`src/rtl/beam_dest_pkg.sv`:
```
// Shared destination encoding for the injection beam arbiter.
package beam_dest_pkg;
    localparam int DEST_W = 3;

    typedef enum logic [DEST_W-1:0] {
        D_SPARE    = 3'd0,
        D_INJ_DUMP = 3'd1,
        D_L1_DUMP  = 3'd2,
        D_L2_DUMP  = 3'd3,
        D_LINE1    = 3'd4,
        D_LINE2    = 3'd5,
        D_KILL     = 3'd6
    } dest_e;
endpackage

```
`src/rtl/own_ctrl.sv`:
```
// Mastership state of the filling sequencer.
// Evaluates a one-cycle change command against the user request and the
// change-allowed bit, and answers with a registered ack or error pulse.
// Assumes all inputs are synchronous to clk.
module own_ctrl (
    input  logic clk,
    input  logic rst_n,
    input  logic cmd,
    input  logic want,
    input  logic allowed,
    input  logic user_req,
    output logic master,
    output logic ack,
    output logic err
);
    // Update mastership and produce the one-cycle answer pulses.
    always_ff @(posedge clk) begin
        if (!rst_n) begin
            master <= 1'b0;
            ack    <= 1'b0;
            err    <= 1'b0;
        end else begin
            ack <= 1'b0;
            err <= 1'b0;
            if (cmd) begin
                if (user_req || !allowed) begin
                    err <= 1'b1;
                end else begin
                    ack    <= 1'b1;
                    master <= want;
                end
            end
        end
    end


    refuse_user_chk: assert property (@(posedge clk) disable iff (!rst_n)
        cmd && user_req |=> err && !ack);

    quiet_answer_chk: assert property (@(posedge clk) disable iff (!rst_n)
        !cmd |=> !ack && !err);

    master_hold_chk: assert property (@(posedge clk) disable iff (!rst_n)
        !cmd |=> $stable(master));
endmodule

```
`src/rtl/beam_req_latch.sv`:
```
// Holds the pending beam request of the sequencer.
// A load is taken only while master and with a valid bucket and batch
// count. The request is cleared when it is consumed or when mastership
// is lost. Assumes consume is high only in a strobe cycle that uses it.
module beam_req_latch #(
    parameter int BKT_W     = 16,
    parameter int BUCKETS   = 35640,
    parameter int BATCH_W   = 3,
    parameter int MAX_BATCH = 4
) (
    input  logic               clk,
    input  logic               rst_n,
    input  logic               load,
    input  logic               master,
    input  logic               ring,
    input  logic [BKT_W-1:0]   bucket,
    input  logic [BATCH_W-1:0] batches,
    input  logic               consume,
    output logic               pend_v,
    output logic               pend_ring,
    output logic [BATCH_W-1:0] pend_bat
);
    localparam logic [BKT_W-1:0]   BKT_LIM = BKT_W'(BUCKETS);
    localparam logic [BATCH_W-1:0] BAT_LIM = BATCH_W'(MAX_BATCH);

    logic load_ok;

    // Decide whether the offered request is acceptable.
    always_comb begin
        load_ok = load && master && (batches != '0) &&
                  (batches <= BAT_LIM) && (bucket < BKT_LIM);
    end

    // Store, replace or clear the pending request.
    always_ff @(posedge clk) begin
        if (!rst_n) begin
            pend_v    <= 1'b0;
            pend_ring <= 1'b0;
            pend_bat  <= '0;
        end else if (load_ok) begin
            pend_v    <= 1'b1;
            pend_ring <= ring;
            pend_bat  <= batches;
        end else if (consume || !master) begin
            pend_v    <= 1'b0;
        end
    end


    no_master_load_chk: assert property (@(posedge clk) disable iff (!rst_n)
        load && !master |=> !pend_v);

    zero_batch_drop_chk: assert property (@(posedge clk) disable iff (!rst_n)
        load && master && batches == '0 && !consume |=> $stable(pend_v));
endmodule

```
`src/rtl/dest_select.sv`:
```
// Combinational priority rules for the beam destination.
// Priority: interlock, absent user request, master rules, dump requests,
// then the default. Assumes the caller registers the result at a strobe.
module dest_select
    import beam_dest_pkg::*;
#(
    parameter int BATCH_W = 3
) (
    input  logic               fault,
    input  logic               user_req,
    input  logic               master,
    input  logic               pend_v,
    input  logic               pend_ring,
    input  logic [BATCH_W-1:0] pend_bat,
    input  logic               inhibit,
    input  logic               l1_req,
    input  logic               l2_req,
    input  logic               in_place,
    input  logic [BATCH_W-1:0] oper_bat,
    output dest_e              dest,
    output logic               kill,
    output logic [BATCH_W-1:0] bat,
    output logic               use_req
);
    // Pick the destination by fixed priority.
    always_comb begin
        dest    = D_SPARE;
        kill    = 1'b0;
        bat     = '0;
        use_req = 1'b0;
        if (fault || !user_req) begin
            dest = D_SPARE;
        end else if (master) begin
            if (pend_v && !inhibit) begin
                dest    = pend_ring ? D_LINE2 : D_LINE1;
                bat     = pend_bat;
                use_req = 1'b1;
            end else begin
                dest = D_KILL;
                kill = 1'b1;
            end
        end else if (l1_req && in_place) begin
            dest = D_L1_DUMP;
            bat  = oper_bat;
        end else if (l2_req && in_place) begin
            dest = D_L2_DUMP;
            bat  = oper_bat;
        end else begin
            dest = D_INJ_DUMP;
            bat  = oper_bat;
        end
    end
endmodule

```
`src/rtl/beam_dest_arbiter.sv`:
```
// Injection beam destination arbiter (top).
// Latches the destination, kill flag and batch count once per supercycle
// strobe and holds them until the next strobe. Assumes all inputs are
// synchronous to clk and sampled as single-cycle levels.
module beam_dest_arbiter
    import beam_dest_pkg::*;
#(
    parameter int BKT_W     = 16,
    parameter int BUCKETS   = 35640,
    parameter int BATCH_W   = 3,
    parameter int MAX_BATCH = 4
) (
    input  logic               clk,
    input  logic               rst_n,
    input  logic               sc_start,
    input  logic               intlk_fault,
    input  logic               user_req,
    input  logic               own_cmd,
    input  logic               own_want,
    input  logic               own_allowed,
    input  logic               bq_load,
    input  logic               bq_ring,
    input  logic [BKT_W-1:0]   bq_bucket,
    input  logic [BATCH_W-1:0] bq_batches,
    input  logic               line_inhibit,
    input  logic               l1_dump_req,
    input  logic               l2_dump_req,
    input  logic               dumps_in,
    input  logic [BATCH_W-1:0] oper_batches,
    output logic [DEST_W-1:0]  dest,
    output logic               kill,
    output logic [BATCH_W-1:0] batch_cnt,
    output logic               own_ack,
    output logic               own_err
);
    logic               master;
    logic               pend_v;
    logic               pend_ring;
    logic [BATCH_W-1:0] pend_bat;
    dest_e              sel_dest;
    logic               sel_kill;
    logic [BATCH_W-1:0] sel_bat;
    logic               sel_use;
    logic               consume;
    dest_e              dest_q;

    own_ctrl u_own (
        .clk      (clk),
        .rst_n    (rst_n),
        .cmd      (own_cmd),
        .want     (own_want),
        .allowed  (own_allowed),
        .user_req (user_req),
        .master   (master),
        .ack      (own_ack),
        .err      (own_err)
    );

    beam_req_latch #(
        .BKT_W     (BKT_W),
        .BUCKETS   (BUCKETS),
        .BATCH_W   (BATCH_W),
        .MAX_BATCH (MAX_BATCH)
    ) u_req (
        .clk       (clk),
        .rst_n     (rst_n),
        .load      (bq_load),
        .master    (master),
        .ring      (bq_ring),
        .bucket    (bq_bucket),
        .batches   (bq_batches),
        .consume   (consume),
        .pend_v    (pend_v),
        .pend_ring (pend_ring),
        .pend_bat  (pend_bat)
    );

    dest_select #(.BATCH_W(BATCH_W)) u_sel (
        .fault     (intlk_fault),
        .user_req  (user_req),
        .master    (master),
        .pend_v    (pend_v),
        .pend_ring (pend_ring),
        .pend_bat  (pend_bat),
        .inhibit   (line_inhibit),
        .l1_req    (l1_dump_req),
        .l2_req    (l2_dump_req),
        .in_place  (dumps_in),
        .oper_bat  (oper_batches),
        .dest      (sel_dest),
        .kill      (sel_kill),
        .bat       (sel_bat),
        .use_req   (sel_use)
    );

    // A request is consumed only when a strobe actually sends it.
    always_comb begin
        consume = sc_start && sel_use;
    end

    // Latch the decision at the supercycle strobe.
    always_ff @(posedge clk) begin
        if (!rst_n) begin
            dest_q    <= D_SPARE;
            kill      <= 1'b0;
            batch_cnt <= '0;
        end else if (sc_start) begin
            dest_q    <= sel_dest;
            kill      <= sel_kill;
            batch_cnt <= sel_bat;
        end
    end

    assign dest = dest_q;


    hold_between_chk: assert property (@(posedge clk) disable iff (!rst_n)
        !sc_start |=> $stable(dest) && $stable(kill) && $stable(batch_cnt));

    fault_spare_chk: assert property (@(posedge clk) disable iff (!rst_n)
        sc_start && intlk_fault |=> dest == D_SPARE && !kill && batch_cnt == '0);

    kill_code_chk: assert property (@(posedge clk) disable iff (!rst_n)
        kill |-> dest == D_KILL);

    dump_guard_chk: assert property (@(posedge clk) disable iff (!rst_n)
        sc_start && !dumps_in |=> dest != D_L1_DUMP && dest != D_L2_DUMP);
endmodule

```
`config.mk`:
```
export PLATFORM = sky130hd
export DESIGN_NAME = beam_dest_arbiter
export DESIGN_NICKNAME = d
export VERILOG_FILES = /design/src/rtl/beam_dest_pkg.sv /design/src/rtl/own_ctrl.sv /design/src/rtl/beam_req_latch.sv /design/src/rtl/dest_select.sv /design/src/rtl/beam_dest_arbiter.sv
export SDC_FILE = /design/constraint.sdc
export NUM_CORES = 1
export LEC_CHECK = 0
export ABC_CLOCK_PERIOD_IN_PS = 2200
export BUFFER_PORTS_ARGS = -buffer_cell sky130_fd_sc_hd__buf_2
export CORE_MARGIN = 3
export CORE_UTILIZATION = 41
export CTS_BUF_LIST = sky130_fd_sc_hd__clkbuf_16
export CTS_CLUSTER_DIAMETER = 40
export CTS_CLUSTER_SIZE = 10
export DETAILED_ROUTE_END_ITERATION = 7
export PLACE_DENSITY = 0.76
export SETUP_SLACK_MARGIN = 0.1
export SYNTH_ARGS = -nofsm -noshare
export SYNTH_HDL_FRONTEND = slang
export SYNTH_HIERARCHICAL = 1
export SYNTH_SLANG_ARGS = --single-unit
```
`constraint.sdc`:
```
create_clock -name clk -period 2.2 [get_ports clk]
set_clock_uncertainty 0.15 [all_clocks]
set_input_delay 0.22 -clock clk [delete_from_list [all_inputs] [get_ports clk]]
set_output_delay 0.22 -clock clk [all_outputs]
set_load 0.03 [all_outputs]
```
# Yosys cells after proc, flatten, opt, wreduce, memory -nomap -nowiden
# Index checks and enable logic that the tools add are counted.
[classes] magnitude_cmp=2 n_mux=19 bitwise_logic=1 reduce_logical=19
[ops] op="$mux W3" count=7
[ops] op="$lt A16 B16 Y1 const B" count=1
[ops] op="$mux W1" count=11
[ops] op="$logic_and A1 B1 Y1" count=8
[ops] op="$logic_not A1 Y1" count=4
[ops] op="$reduce_and A2 Y1" count=2
[ops] op="$le A3 B3 Y1 const B" count=1
[ops] op="$logic_or A1 B1 Y1" count=3
[ops] op="$reduce_bool A3 Y1" count=1
[ops] op="$mux W2" count=1
[ops] op="$reduce_bool A2 Y1" count=1
[ops] op="$not A1 Y1" count=1
[totals] regBits=15 inputBits=36 out_inout_bits=9 elab_cells=50

# Logic depth before layout (Yosys ltp)
[depth] depth_word=9 depth_mapped=6 mapped_depth_nobuf=6

# Modules after synthesis
# The synthesis kept the hierarchy.
[by_module_without_submodules] module="beam_req_latch" instances=1 cells_each=31 area_per_inst_um2=277.8 seq_area_each_um2=100.1
[by_module_without_submodules] module="beam_dest_arbiter" instances=1 cells_each=23 area_per_inst_um2=272.8 seq_area_each_um2=140.1
[by_module_without_submodules] module="own_ctrl" instances=1 cells_each=11 area_per_inst_um2=105.1 seq_area_each_um2=60.1
[by_module_without_submodules] module="dest_select" instances=1 cells_each=13 area_per_inst_um2=102.6 seq_area_each_um2=0.0

# Least setup slack after synthesis
# OpenSTA, ideal clock, no wires.
[synth_timing] kind="input-to-reg" startpoint="input bq_bucket[14]" endpoint="register u_req.pend_bat[0]" setup_time_ns=0.072 t_arrival_ns=1.481 t_required_ns=1.978 setup_slack_ns=0.497 path_stages=4 path_buffers=0 cell_sequence="or3_4 > a21o_1 > a2111oi_4 > mux2i_1"
[synth_between] elab_chain_len=2
[synth_lines] item="from (decl)" line_no="beam_dest_arbiter.sv:23" text="input logic [BKT_W-1:0] bq_bucket,"
[synth_lines] item="$lt A16 B16 Y1" line_no="beam_req_latch.sv:31" text="(batches <= BAT_LIM) && (bucket < BKT_LIM);"
[synth_lines] item="$logic_and A1 B1 Y1" line_no="beam_req_latch.sv:31"
[synth_lines] item="to (signal assigned)" line_no="beam_req_latch.sv:43" text="pend_bat <= batches;"
[synth_lines] item="to (decl)" line_no="beam_req_latch.sv:21" text="output logic [BATCH_W-1:0] pend_bat"
# Every way passes these cells.
# A chain may end at the register's enable or synchronous reset.

# Worst setup path in the final report
[layout_timing] startpoint="input bq_bucket[14]" endpoint="register u_req.pend_bat[1]"
# Same word-level chain as after synthesis.

==> flow_metrics.tcl <==
set metrics [dict create \
    switchingPower_mw 0.151 \
    clkSinkCount 15 \
    cp.depth 5 \
    crit_required_ns 2.22 \
    hold_violations 0 \
    globalRouteOverflowTotal 0 \
    syn-num-nets 114 \
    fin_crit_ns 1.68 \
    fill_cells 150 \
    synth.distinct_cells 26 \
    whs_path_depth 2 \
    power.internal_mw 0.560 \
    cp_slowest_cell "a2111oi_4" \
    clkLatencyLatePin_ns 0.24 \
    clockBufferDepth 2 \
    gp_congestion 0.694 \
    routed_wl_mm 1.74 \
    cp_cell_sequence "buf_2, or3_4, a21o_1, a2111oi_4, mux2i_1" \
    cp.buffers_inverters 1 \
    r2r_cells 3 \
    end_kind "register" \
    grt_pass1_vias 734 \
    cts_tree "done" \
    cts-root-buf "clkbuf_16" \
    period_share_pct 76.2 \
    power_mw 0.711 \
    dr.pass1.iters 1 \
    status "completed" \
    holdWs_ns 0.0266 \
    core_mm2 0.00163 \
    via_per_inst 4.95 \
    grtUsageTotal_pct 16.2 \
    synth_most_common_cell "dfxtp_1" \
    power_frac_seq_pct 39.4 \
    synthFlopType "dfxtp_1" \
    n_antenna_cell 0 \
    synth_seq_area_share_pct 39.6 \
    h-tree-depth 1 \
    cp_max_fo 5 \
    die_area_mm2 0.00240 \
    yosys.area.top_type "dfxtp_1" \
    netlist_instances 78 \
    worst_ep_arrival_time_ns 1.70 \
    wl_per_cell_um 12.0 \
    max_slew_margin_pct 65.2 \
    die_h_um 49.0 \
    antenna_left 0 \
    min_path_type "primary input to register" \
    fmax_ghz 0.596 \
    io_pins 45 \
    max-cap-violations 0 \
    ir_worst_vdd_mv 0.576 \
    fin_nets 158 \
    rsz0062_at_grt "no" \
    syn_avg_cell_area_um2 9.72 \
    drc 0 \
    start_kind "primary input" \
    antenna_found_initial 0 \
    slew_viol_final 0 \
    syn-cell-area_um2 758 \
    num_vias 718 \
    finalSetupTns_ns 0 \
    final_layout_size_suffix_gt1_share_pct 41.3 \
    cts_made_buffers 3 \
    cts_resized 0 \
    cts.reportedPaths.clkPinSlew_ns 0.05 \
    io_buffers 41 \
    setup_violations 0 \
    critPathTopFamily "compound AO/OA/AOI/OAI gates" \
    hpwl_mm 1.33 \
    combPwrFrac_pct 11.6 \
    cts_setup_buffers 0 \
    grt_max_degree 20 \
    synth.ff_latch_count 15 \
    rows 14 \
    synth_top_cells_by_count "dfxtp_1 (15), nand2_1 (14), mux2i_1 (12)" \
    final_util_pct 64.9 \
    async_flop_share_pct 0 \
    yosys-top-cells-area "dfxtp_1 (40%), mux2i_1 (16%), nand2_1 (6.9%)" \
    placed_area_um2 978 \
    swShare_pct 21.2 \
    drtIter0Drc 0 \
    synth_edf_count 0 \
    design_area_mm2 0.00106 \
    hold_buffers 0 \
    syn_to_final_growth_pct 39.4 \
    synth_warnings 6 \
    clock_power_share_pct 49.0 \
    p_leak_nw 0.499 \
    max_stage_delay_ns 0.56 \
    synth_top_area_share_pct 39.6 \
    tightest_slew_ns 0.522 \
    grt_pass1_wl_mm 3.00 \
    chipWidth_um 49.0 \
    start_util_pct 46.5 \
    pwr_density_cell_mw_per_mm2 672 \
    critPathKind "primary input to register" \
]
metal layers:
layer | vias up | GRT usage [%] | wire length (um)
met4 | 0 | 9.95 | 40
met3 | 5 | 6.12 | 137
li1 | 363 | - | -
met2 | 27 | 27.8 | 847
met1 | 323 | 16.4 | 712
met5 | - | 0 | 0
final cells by class:
type / instances / area, um2 / share of cell area [%]
multi-input combinational: 59 / 435 / 41.2
sequential: 15 / 300 / 28.4
timing repair buffer: 41 / 205 / 19.4
clock buffer: 3 / 75.1 / 7.10
tap: 24 / 30.0 / 2.84
inverter: 2 / 7.51 / 0.710
clock inverter: 1 / 3.75 / 0.355
registers in the layout, summed over array words and instances (netlist names):
signal           count
batch_cnt            3
u_req/pend_v         1
u_req/pend_bat       3
u_req/pend_ring      1
u_own/master         1
dest                 3
u_own/ack            1
kill                 1
u_own/err            1
power by group through the flow:
stage / Clock (mW) / Sequential (mW) / Combinational (mW)
after floorplan: 0 / 0.294 / 0.0353
after global placement: 0 / 0.285 / 0.0811
after detailed placement: 0 / 0.285 / 0.0829
after CTS: 0.356 / 0.280 / 0.0838
after global routing: 0.372 / 0.280 / 0.0914
final: 0.348 / 0.280 / 0.0826
metrics by stage:
step                instances  setup WS (ns)
CTS                       145          0.526
floorplan                  78          0.497
global placement          141          0.325
global route              145          0.456
detailed placement        141          0.308
finish                    145          0.523
final timing paths:
check | startpoint | end | slack (ns)
setup reg to reg | u_own/master | u_req/pend_bat[1] | 0.69
hold reg to reg | u_req/pend_ring | u_req/pend_ring | 0.32
setup / recovery | bq_bucket[14] | u_req/pend_bat[1] | 0.52
hold / removal | own_allowed | u_own/err | 0.03
worst register-to-register path: cells and delay by family (launching register included):
kind               cells  cell delay [ns]
DFF                    1             0.41
and+or+nand+nor        1             0.12
muxes                  1             0.26
AOI/OAI and AO/OA      1             0.51
cell families after synthesis:
logic type	share of synthesized area [%]
DFF	39.6
and+or+nand+nor	25.6
muxes	15.8
AOI/OAI and AO/OA	14.9
xor gates and xnor gates	1.16
buffers and inverters	2.97
placed cells by master, fill, tap and decap left out, drive strengths merged, types with 2 or more instances in the layout:
| master | netlist | layout |
|---|---|---|
| nor2 | 3 | 3 |
| nor2b | 7 | 7 |
| nor3b | 2 | 2 |
| nand2 | 14 | 14 |
| mux2i | 12 | 12 |
| a32o | 4 | 4 |
| nand3b | 2 | 2 |
| and2 | 2 | 2 |
| o21a | 2 | 2 |
| inv | 2 | 3 |
| dfxtp | 15 | 15 |
| buf | 2 | 41 |
| clkbuf | 0 | 3 |
Note: power is estimated with default switching activity, not from simulation.
